--- src/rtl/tcc_pkg.sv ---
// Package: shared types for the timer capture/compare channel.
// Assumes: nothing beyond IEEE 1800-2017.
package tcc_pkg;

    // Behaviour selected by the mode and edge/level bits.
    typedef enum logic [1:0] {
        CH_RELEASED = 2'd0,
        CH_CAPTURE  = 2'd1,
        CH_COMPARE  = 2'd2,
        CH_BUFFERED = 2'd3
    } ch_kind_e;

    // Output action applied on a compare match.
    typedef enum logic [1:0] {
        ACT_NONE   = 2'd0,
        ACT_TOGGLE = 2'd1,
        ACT_CLEAR  = 2'd2,
        ACT_SET    = 2'd3
    } cmp_act_e;

endpackage

--- src/rtl/tcc_decode.sv ---
// Module: tcc_decode
// Turns the two mode bits and the two edge/level bits into the channel kind,
// the capture edge enables, the compare action and the preset level.
// Assumes: purely combinational; the caller registers the inputs.
module tcc_decode
    import tcc_pkg::*;
(
    input  logic     mode_b_i,
    input  logic     mode_a_i,
    input  logic     edge_b_i,
    input  logic     edge_a_i,
    output ch_kind_e kind_o,
    output logic     rise_en_o,
    output logic     fall_en_o,
    output cmp_act_e act_o,
    output logic     preset_lvl_o
);

    // Decode the four control bits into behaviours.
    always_comb begin
        rise_en_o    = 1'b0;
        fall_en_o    = 1'b0;
        act_o        = ACT_NONE;
        preset_lvl_o = ~mode_a_i;
        if (!edge_b_i && !edge_a_i) begin
            kind_o = CH_RELEASED;
        end else if (mode_b_i) begin
            kind_o = CH_BUFFERED;
            act_o  = cmp_act_e'({edge_b_i, edge_a_i});
        end else if (mode_a_i) begin
            kind_o = CH_COMPARE;
            act_o  = cmp_act_e'({edge_b_i, edge_a_i});
        end else begin
            kind_o    = CH_CAPTURE;
            rise_en_o = edge_a_i;
            fall_en_o = edge_b_i;
        end
    end

endmodule

--- src/rtl/tcc_edge_sync.sv ---
// Module: tcc_edge_sync
// Brings the asynchronous pin into the clock domain through a chain of
// STAGES flops, then flags rising and falling edges of the synchronized copy.
// Assumes: STAGES >= 2; pin held stable two clocks before capture is enabled.
module tcc_edge_sync #(
    parameter int STAGES = 2
) (
    input  logic clk,
    input  logic rst_n,
    input  logic pin_i,
    output logic rise_o,
    output logic fall_o
);

    logic [STAGES:0] chain;
    logic            last_q;

    assign chain[0] = pin_i;

    // One synchronizer flop per stage.
    for (genvar s = 0; s < STAGES; s++) begin : g_stage
        always_ff @(posedge clk) begin
            if (!rst_n) chain[s+1] <= 1'b0;
            else        chain[s+1] <= chain[s];
        end
    end

    // Remember the previous synchronized value for edge detection.
    always_ff @(posedge clk) begin
        if (!rst_n) last_q <= 1'b0;
        else        last_q <= chain[STAGES];
    end

    assign rise_o = chain[STAGES] & ~last_q;
    assign fall_o = ~chain[STAGES] & last_q;

    // a detected edge reflects a change that already passed the chain.
    a_r3_edge_from_chain: assert property (@(posedge clk) disable iff (!rst_n)
        (rise_o || fall_o) |=> last_q == $past(chain[STAGES]));

endmodule

--- src/rtl/tcc_value_regs.sv ---
// Module: tcc_value_regs
// Holds the active channel value and, for buffered compare, a pending copy
// that moves into the active register on the counter-wrap reload strobe.
// Assumes: capture and buffered mode never coincide (decoder guarantees).
module tcc_value_regs #(
    parameter int CNT_W = 16
) (
    input  logic             clk,
    input  logic             rst_n,
    input  logic             buffered_i,
    input  logic             wr_i,
    input  logic [CNT_W-1:0] wdata_i,
    input  logic             reload_i,
    input  logic             cap_i,
    input  logic [CNT_W-1:0] cap_val_i,
    output logic [CNT_W-1:0] active_o
);

    logic [CNT_W-1:0] active_q;
    logic [CNT_W-1:0] pend_q;
    logic             pend_vld_q;

    // Park buffered writes and track whether a reload is due.
    always_ff @(posedge clk) begin
        if (!rst_n) begin
            pend_q     <= '0;
            pend_vld_q <= 1'b0;
        end else if (wr_i && buffered_i) begin
            pend_q     <= wdata_i;
            pend_vld_q <= 1'b1;
        end else if (reload_i) begin
            pend_vld_q <= 1'b0;
        end
    end

    // Update the active value from capture, direct write or reload.
    always_ff @(posedge clk) begin
        if (!rst_n)                     active_q <= '0;
        else if (cap_i)                 active_q <= cap_val_i;
        else if (wr_i && !buffered_i)   active_q <= wdata_i;
        else if (reload_i && pend_vld_q) active_q <= pend_q;
    end

    assign active_o = active_q;

    // in buffered mode the active value only moves at a reload.
    a_r5_buf_hold: assert property (@(posedge clk) disable iff (!rst_n)
        (buffered_i && !reload_i && !cap_i) |=> $stable(active_q));

endmodule

--- src/rtl/tcc_channel.sv ---
// Module: tcc_channel
// One capture/compare channel of a timer sharing a free-running counter.
// Holds the control word, detects capture edges and compare matches, drives
// the channel output level and pin, and manages the flag and interrupt.
// Assumes: cnt_i is synchronous to clk; pin_i is asynchronous.
module tcc_channel
    import tcc_pkg::*;
#(
    parameter int CNT_W       = 16,
    parameter int SYNC_STAGES = 2
) (
    input  logic             clk,
    input  logic             rst_n,
    input  logic [CNT_W-1:0] cnt_i,
    input  logic             cnt_stop_i,
    input  logic             cnt_rst_i,
    input  logic             ctl_we_i,
    input  logic [4:0]       ctl_wdata_i,
    input  logic             val_we_i,
    input  logic [CNT_W-1:0] val_wdata_i,
    output logic [CNT_W-1:0] val_rdata_o,
    input  logic             flag_rd_i,
    input  logic             flag_clr_i,
    output logic             flag_o,
    output logic             irq_o,
    input  logic             pin_i,
    input  logic             alt_i,
    output logic             pin_o,
    output logic             pin_oe_o,
    output logic             lvl_o
);

    localparam logic [CNT_W-1:0] CNT_TOP = '1;

    logic             ie_q, mode_b_q, mode_a_q, edge_b_q, edge_a_q;
    logic [CNT_W-1:0] cnt_q;
    logic             flag_q, armed_q, lvl_q;
    ch_kind_e         kind;
    cmp_act_e         act;
    logic             rise_en, fall_en, preset_lvl;
    logic             rise, fall;
    logic [CNT_W-1:0] active;
    logic             halted, adv, is_cmp, match, reload, cap_evt, clr_eff;

    assign halted = cnt_stop_i & cnt_rst_i;

    // Control register; function bits change only while the counter is halted.
    always_ff @(posedge clk) begin
        if (!rst_n) begin
            ie_q     <= 1'b0;
            mode_b_q <= 1'b0;
            mode_a_q <= 1'b0;
            edge_b_q <= 1'b0;
            edge_a_q <= 1'b0;
        end else if (ctl_we_i) begin
            ie_q <= ctl_wdata_i[4];
            if (halted) begin
                mode_b_q <= ctl_wdata_i[3];
                mode_a_q <= ctl_wdata_i[2];
                edge_b_q <= ctl_wdata_i[1];
                edge_a_q <= ctl_wdata_i[0];
            end
        end
    end

    tcc_decode u_decode (
        .mode_b_i     (mode_b_q),
        .mode_a_i     (mode_a_q),
        .edge_b_i     (edge_b_q),
        .edge_a_i     (edge_a_q),
        .kind_o       (kind),
        .rise_en_o    (rise_en),
        .fall_en_o    (fall_en),
        .act_o        (act),
        .preset_lvl_o (preset_lvl)
    );

    tcc_edge_sync #(.STAGES(SYNC_STAGES)) u_sync (
        .clk    (clk),
        .rst_n  (rst_n),
        .pin_i  (pin_i),
        .rise_o (rise),
        .fall_o (fall)
    );

    // Remember the counter value of the previous edge to detect advances.
    always_ff @(posedge clk) begin
        if (!rst_n) cnt_q <= '0;
        else        cnt_q <= cnt_i;
    end

    assign adv     = (cnt_i != cnt_q);
    assign is_cmp  = (kind == CH_COMPARE) || (kind == CH_BUFFERED);
    assign match   = adv && is_cmp && (cnt_i == active);
    assign reload  = adv && (kind == CH_BUFFERED) && (cnt_i == CNT_TOP);
    assign cap_evt = (kind == CH_CAPTURE) && ((rise && rise_en) || (fall && fall_en));
    assign clr_eff = flag_clr_i && armed_q;

    tcc_value_regs #(.CNT_W(CNT_W)) u_vals (
        .clk        (clk),
        .rst_n      (rst_n),
        .buffered_i (kind == CH_BUFFERED),
        .wr_i       (val_we_i),
        .wdata_i    (val_wdata_i),
        .reload_i   (reload),
        .cap_i      (cap_evt),
        .cap_val_i  (cnt_i),
        .active_o   (active)
    );

    // Arm the clear once software has seen the flag set.
    always_ff @(posedge clk) begin
        if (!rst_n)                    armed_q <= 1'b0;
        else if (clr_eff)              armed_q <= 1'b0;
        else if (flag_rd_i && flag_q)  armed_q <= 1'b1;
    end

    // Flag: an armed clear wins over a simultaneous event.
    always_ff @(posedge clk) begin
        if (!rst_n)                   flag_q <= 1'b0;
        else if (clr_eff)             flag_q <= 1'b0;
        else if (match || cap_evt)    flag_q <= 1'b1;
    end

    // Output level: preset while released, compare action on a match.
    always_ff @(posedge clk) begin
        if (!rst_n) begin
            lvl_q <= 1'b1;
        end else if (kind == CH_RELEASED) begin
            lvl_q <= preset_lvl;
        end else if (match) begin
            case (act)
                ACT_TOGGLE: lvl_q <= ~lvl_q;
                ACT_CLEAR:  lvl_q <= 1'b0;
                ACT_SET:    lvl_q <= 1'b1;
                default:    lvl_q <= lvl_q;
            endcase
        end
    end

    assign val_rdata_o = active;
    assign flag_o      = flag_q;
    assign irq_o       = flag_q & ie_q;
    assign lvl_o       = lvl_q;
    assign pin_o       = (kind == CH_RELEASED) ? alt_i : lvl_q;
    assign pin_oe_o    = (kind != CH_CAPTURE);

    // reset leaves the channel released with the flag down.
    a_r1_reset_state: assert property (@(posedge clk)
        !rst_n |=> (kind == CH_RELEASED) && !flag_q);

    // function bits hold when written while the counter runs.
    a_r6_ctl_locked: assert property (@(posedge clk) disable iff (!rst_n)
        (ctl_we_i && !halted) |=> $stable({mode_b_q, mode_a_q, edge_b_q, edge_a_q}));

    // a toggle match inverts the level at that edge.
    a_r4_toggle: assert property (@(posedge clk) disable iff (!rst_n)
        (match && act == ACT_TOGGLE) |=> lvl_q != $past(lvl_q));

    // with the counter not advancing, a compare level stays put.
    a_r7_no_repeat: assert property (@(posedge clk) disable iff (!rst_n)
        (!adv && kind != CH_RELEASED) |=> $stable(lvl_q));

    // an armed clear always leaves the flag low.
    a_r9_clear_wins: assert property (@(posedge clk) disable iff (!rst_n)
        clr_eff |=> !flag_q);

    // an unopposed capture event raises the flag.
    a_r3_capture_flag: assert property (@(posedge clk) disable iff (!rst_n)
        (cap_evt && !clr_eff) |=> flag_q);

endmodule

--- config.mk ---
export PLATFORM = sky130hd
export DESIGN_NAME = tcc_channel
export DESIGN_NICKNAME = d
export VERILOG_FILES = /design/src/rtl/tcc_pkg.sv /design/src/rtl/tcc_decode.sv /design/src/rtl/tcc_edge_sync.sv /design/src/rtl/tcc_value_regs.sv /design/src/rtl/tcc_channel.sv
export SDC_FILE = /design/constraint.sdc
export NUM_CORES = 1
export LEC_CHECK = 0
export CORE_UTILIZATION = 45
export CTS_CLUSTER_DIAMETER = 40
export DETAILED_ROUTE_END_ITERATION = 10
export PLACE_DENSITY = 0.73
export RECOVER_POWER = 50
export SYNTH_ARGS = -nofsm -noshare
export SYNTH_HDL_FRONTEND = slang
export SYNTH_SLANG_ARGS = --single-unit
export TNS_END_PERCENT = 1
--- constraint.sdc ---
create_clock -name clk -period 2.87 [get_ports clk]
set_input_delay 0.574 -clock clk [delete_from_list [all_inputs] [get_ports clk]]
set_output_delay 0.574 -clock clk [all_outputs]
set_load 0.03 [all_outputs]
==> results of run 1 <==
synthesized netlist by cell type (2+ instances only):
| cell | number |
|---|---|
| dfxtp_1 | 60 |
| nand2_1 | 40 |
| xor2_1 | 25 |
| mux2i_1 | 23 |
| a21boi_0 | 22 |
| and2_1 | 22 |
| nor2_1 | 21 |
| nand3_1 | 19 |
| a21oi_1 | 18 |
| clkbuf_1 | 11 |
| o21ai_1 | 11 |
| a21boi_1 | 10 |
| o21ai_0 | 8 |
| nor2b_1 | 7 |
| nor4_1 | 7 |
| xnor2_1 | 7 |
| nand4_1 | 5 |
| buf_2 | 3 |
| and3b_1 | 2 |
| buf_6 | 2 |
| inv_1 | 2 |
routing by layer:
layer  GRT usage  wire (um)  vias to the layer above
li1            -          -                     1335
met1       0.307       3510                     1223
met2       0.356       3480                       96
met3      0.0465        531                       14
met4      0.0894        143                        0
met5           0          0                        -
registers in the layout, indices dropped and copies added, names as in the netlist, 2 cells and up:
signal and flops:
cnt_q 16, u_vals.pend_q 16, u_vals.active_o 16, u_sync.chain 2
worst max-delay path: stages:
cell and delay (ps):
dlygate4sd3_1 520, clkbuf_1 810, clkbuf_2 610, a21boi_0 250
layout make-up:
class	instances	area [sq um]
clock inverter	4	72.6
fill	588	2400
inverter	2	7.51
multi-input combinational	265	1700
clock buffer	12	145
tap	77	96.3
sequential	60	1200
timing repair buffer	81	769
power by group through the flow:
stage,logic (mW),clock network [mW],registers [mW]
6_report,0.281,0.850,0.880
4_1_cts,0.284,0.860,0.880
2_1_floorplan,0.118,0,0.913
3_5_place_dp,0.282,0,0.899
5_1_grt,0.303,0.906,0.883
3_3_place_gp,0.280,0,0.898
logic make-up (layout without fill, tap and decap cells):
| group | Yosys count | count (layout) |
|---|---|---|
| xor gates and xnor gates | 32 | 32 |
| AOI/OAI and AO/OA | 73 | 73 |
| DFF | 60 | 60 |
| and+or+nand+nor | 135 | 135 |
| muxes | 24 | 24 |
| adders and majority gates | 1 | 1 |
| buffers and inverters | 20 | 99 |
worst min-delay path by stage:
stage / startpoint / end / slack, ps / cells past startpoint
after floorplan: u_sync.chain[1] / u_sync.chain[2] / 410 / 1
after global placement: u_sync.chain[1] / u_sync.chain[2] / 420 / 1
after detailed placement: u_sync.chain[1] / u_sync.chain[2] / 440 / 1
after CTS: u_sync.chain[1] / u_sync.chain[2] / 460 / 1
after global routing: u_vals.pend_q[4] / u_vals.pend_q[4] / 480 / 2
final: u_sync.chain[1] / u_sync.chain[2] / 450 / 1
per-stage QoR:
stage | hold WS (ps) | instances | util | area [sq um]
2_1_floorplan | 412 | 345 | - | 3000
3_5_place_dp | 438 | 485 | 0.592 | 3780
3_3_place_gp | 425 | 485 | 0.592 | 3780
4_1_cts | 459 | 501 | 0.626 | 4000
6_report | 452 | 501 | 0.625 | 3990
5_1_grt | 485 | 501 | 0.625 | 3990
==> impl_metrics.toml, run 1 <==
[outcome]
status = "complete, no violations"

[final_layout]
antenna_cells = 0
layout_common_cells = "clkdlybuf4s50_1 (66), dfxtp_1 (60), nand2_1 (40)"
drive_above_1_share = 0.0825
area_growth_pct = 33.1
layout.nets = 467
layout_commonest_cell = "clkdlybuf4s50_1"

[critical_path]
cp-startpoint = "rst_n"
critical_path_class = "input pin to flop"
crit_required_ps = 3130
path_max_fanout = 33
cp.arrival_ps = 2770
start_kind = "input pin"
worstSetupEndpointType = "flop"
r2r_slack_ps = 780
cp-endpoint = "u_vals.active_o[0]"
reg2reg_depth = 5
reg2reg_from = "edge_a_q"
worstReg2RegEnd = "u_vals.active_o[0]"

[routing]
route.detailed.drc = 0
routed-via-count = 2668
post_drt_wl_per_cell_um = 15.3
dr.pass1.iters = 5
via_per_inst = 5.33
first_iter_violations = 141
wl_um = 7660
final_antenna_net_count = 0

[pwr]
p_int_mw = 1.52
pwr-share-comb = 0.140
p_seq_frac = 0.437
p_sw_uw = 492
peakVddDrop_uv = 339
leakage_nw = 1.56
switching_share = 0.245
power_mw = 2.01
p_per_area_mw_per_mm2 = 504
clkPwrFrac = 0.423

[sta]
skew_ps = 6.80
rsz0062_at_grt = "no"
period_share = 0.874
max_slew.worst_pin.slew_ps = 1100
timing.setup.tns_ps = 0
slew_violations = 0
timing_hold_violations_final = 0
maxSlewHeadroom = 0.264
max_freq_mhz = 399
period_minus_slack_ps = 2510
setup_ws_ps = 361
final-setup-viol-count = 0

[synthesis]
yosys.area_share.simple = 0.235
synth_top_family_by_area = "simple AND/OR/NAND/NOR gates"
synth_nets = 393
yosysWarnings = 0
synth_xor_area_frac = 0.0935
synth_edf_count = 0
yosys-mux-area-fraction = 0.0806
synth_largest_area_cell = "dfxtp_1"
ys_seq_area_frac = 0.401
synth-async-reset-ratio = 0
syn_area_sq_mm = 0.00300
synth.top_cell.area_share = 0.401
synth_seq_cells = 60
synth_cells = 345
ys.flop_type = "dfxtp_1"
synth_fa_ha_area_frac = 0.00417
synth_compound_area_frac = 0.154
synth_area_leaders = "dfxtp_1 (40%), mux2i_1 (7.7%), xor2_1 (7.3%)"
ys_types = 41
synth_area_per_cell_sq_um = 8.69

[die]
io_pins = 68
fp-row-count = 29
die_w_um = 83.6
core_area_sq_mm = 0.00639
initial_utilization = 0.469
die-area_sq_mm = 0.00699
chipHeight_um = 83.6

[global_routing]
grt.total_usage = 0.227
first_global_vias = 2498
overflow = 0
grt_pass1_wl_um = 12400
grt_antenna_before_repair = 0
grt_max_degree = 34

[clocking]
clock_latency_ps = 340
tritoncts = "built"
cts-root-buf = "clkbuf_8"
clk_pin_slew_ps = 70
cts_hold_buffers = 0
cts_resized = 0
cts_buffers = 9
ctsLongestPathBuffers = 2
post-cts-setup-buffer-count = 0
h-tree-depth = 3
clock-sinks = 60

[place]
place_hpwl_um = 5590
io_buffers = 67
place.gp.congestion = 0.848
place_worst_setup_slack_ps = 128

[hold_path]
hp-class = "flop to flop"

[run]
drv_cap = 0
No activity file was read; power rests on OpenSTA's default activity.
==> inputs of run 2 (changes only) <==
--- a/config.mk
+++ b/config.mk
@@ -5,10 +5,10 @@
 export SDC_FILE = /design/constraint.sdc
 export NUM_CORES = 1
 export LEC_CHECK = 0
-export CORE_UTILIZATION = 45
+export CORE_UTILIZATION = 54
 export CTS_CLUSTER_DIAMETER = 40
 export DETAILED_ROUTE_END_ITERATION = 10
-export PLACE_DENSITY = 0.73
+export PLACE_DENSITY = 0.85
 export RECOVER_POWER = 50
 export SYNTH_ARGS = -nofsm -noshare
 export SYNTH_HDL_FRONTEND = slang
==> run 2 against run 1 <==
Maximum frequency shrank 5.9%. Power shrank 12%. Utilization grew 12 points. Hold slack gained 4.5 ps. Die area shrank 16%. Final cell count shrank 2.4%. Register-to-register slack is essentially flat. Critical endpoint is now u_vals.active_o[4].
==> impl_metrics.toml, run 2 (synthesis gave the netlist of run 1 again) <==
[critical_path]
crit_family = "simple AND/OR/NAND/NOR gates"
crit_required_ps = 3130
critical_path_class = "input pin to flop"
cp.arrival_ps = 2920
cpPeakStageDelay_ps = 550
crit_slowest_cell = "clkdlybuf4s50_1"
crit_chain = "clkdlybuf4s50_1 > xor2_1 > nor4_1 > nand4_1 > nand4_2 > nand3_1 > a21boi_0"
path_buf_inv = 1
start_kind = "input pin"
path_max_fanout = 16
worstSetupEndpointType = "flop"

[sta]
max_freq_mhz = 375
maxSlewHeadroom = 0.403
whs_ps = 456
period_minus_slack_ps = 2670
timing_hold_violations_final = 0
max_slew.worst_pin.slew_ps = 895
final-setup-viol-count = 0
period_share = 0.929
slew_violations = 0
skew_ps = 7.20
rsz0062_at_grt = "no"

[final_layout]
fin_area_sq_mm = 0.00388
nFillCells = 411
antenna_cells = 0
layout_commonest_cell = "clkdlybuf4s50_1"
area_growth_pct = 29.5
finalNonFillerCells = 489
final_core_util = 0.742
layout_common_cells = "clkdlybuf4s50_1 (66), dfxtp_1 (60), nand2_1 (40)"
drive_above_1_share = 0.0692
layout.nets = 463

[clocking]
post-cts-setup-buffer-count = 0
tritoncts = "built"
clock-sinks = 60
cts-root-buf = "clkbuf_8"
h-tree-depth = 3
clock_latency_ps = 340
cts_hold_buffers = 0
cts_resized = 0
clk_pin_slew_ps = 60
cts_buffers = 9
ctsLongestPathBuffers = 2

[die]
chipHeight_um = 76.5
io_pins = 68
fp-row-count = 26
initial_utilization = 0.572
core_area_sq_mm = 0.00524
die_w_um = 76.5
die-area_sq_mm = 0.00585

[routing]
wl_um = 7520
route.detailed.drc = 0
first_iter_violations = 211
post_drt_wl_per_cell_um = 15.4
via_per_inst = 5.56
final_antenna_net_count = 0
dr.pass1.iters = 5
routed-via-count = 2717

[pwr]
p_seq_frac = 0.499
switching_share = 0.258
pwr-share-comb = 0.157
power_mw = 1.76
clkPwrFrac = 0.343
p_per_area_mw_per_mm2 = 454
peakVddDrop_uv = 394
p_sw_uw = 455
p_int_mw = 1.31
leakage_nw = 1.51

[global_routing]
grt_max_degree = 37
grt_antenna_before_repair = 0
overflow = 0
grt.total_usage = 0.268
grt_pass1_wl_um = 12100
first_global_vias = 2476

[place]
placed_cells = 474
io_buffers = 67
place_hpwl_um = 5370
placed_area_sq_mm = 0.00374
place.gp.congestion = 0.838

[hold_path]
hp-class = "flop to flop"

[outcome]
status = "complete, no violations"

[run]
drv_cap = 0
==> run 2: worst paths after layout <==
kind	startpoint	end	slack, ps	depth (start not counted)
setup reg to reg	cnt_q[0]	u_vals.active_o[4]	770	6
hold reg to reg	u_sync.chain[1]	u_sync.chain[2]	460	1
setup / recovery	cnt_i[0]	u_vals.active_o[4]	200	7
hold / removal	u_sync.chain[1]	u_sync.chain[2]	460	1
==> run 2: power groups by stage <==
| stage | combinational, mW | sequential (mW) | clock, mW |
|---|---|---|---|
| after floorplan | 0.118 | 0.913 | 0 |
| after global placement | 0.272 | 0.898 | 0 |
| after detailed placement | 0.276 | 0.899 | 0 |
| after CTS | 0.278 | 0.881 | 0.619 |
| after global routing | 0.297 | 0.883 | 0.667 |
| final | 0.278 | 0.881 | 0.606 |
==> run 2: area by class of cell <==
type	instances	area (sq um)	area share
Sequential cell	60	1200	0.309
Multi-Input combinational cell	265	1700	0.437
Timing Repair Buffer	77	739	0.190
Tap cell	70	87.6	0.0226
Clock inverter	3	15.0	0.00387
Clock buffer	12	135	0.0348
Inverter	2	7.51	0.00193
==> run 2: through the flow <==
| step | worst slack, ps | TNS, ps |
|---|---|---|
| after floorplan | 1050 | 0 |
| after global placement | 57.1 | 0 |
| after detailed placement | -35.1 | -35.1 |
| after CTS | 303 | 0 |
| after global routing | 184 | 0 |
| final | 204 | 0 |
==> run 2: metal layers <==
metal	vias up	wire, um	track usage
met1	1270	3230	0.333
met2	109	3610	0.438
met4	0	130	0.0942
met5	-	0	0
li1	1323	-	-
met3	15	554	0.0814
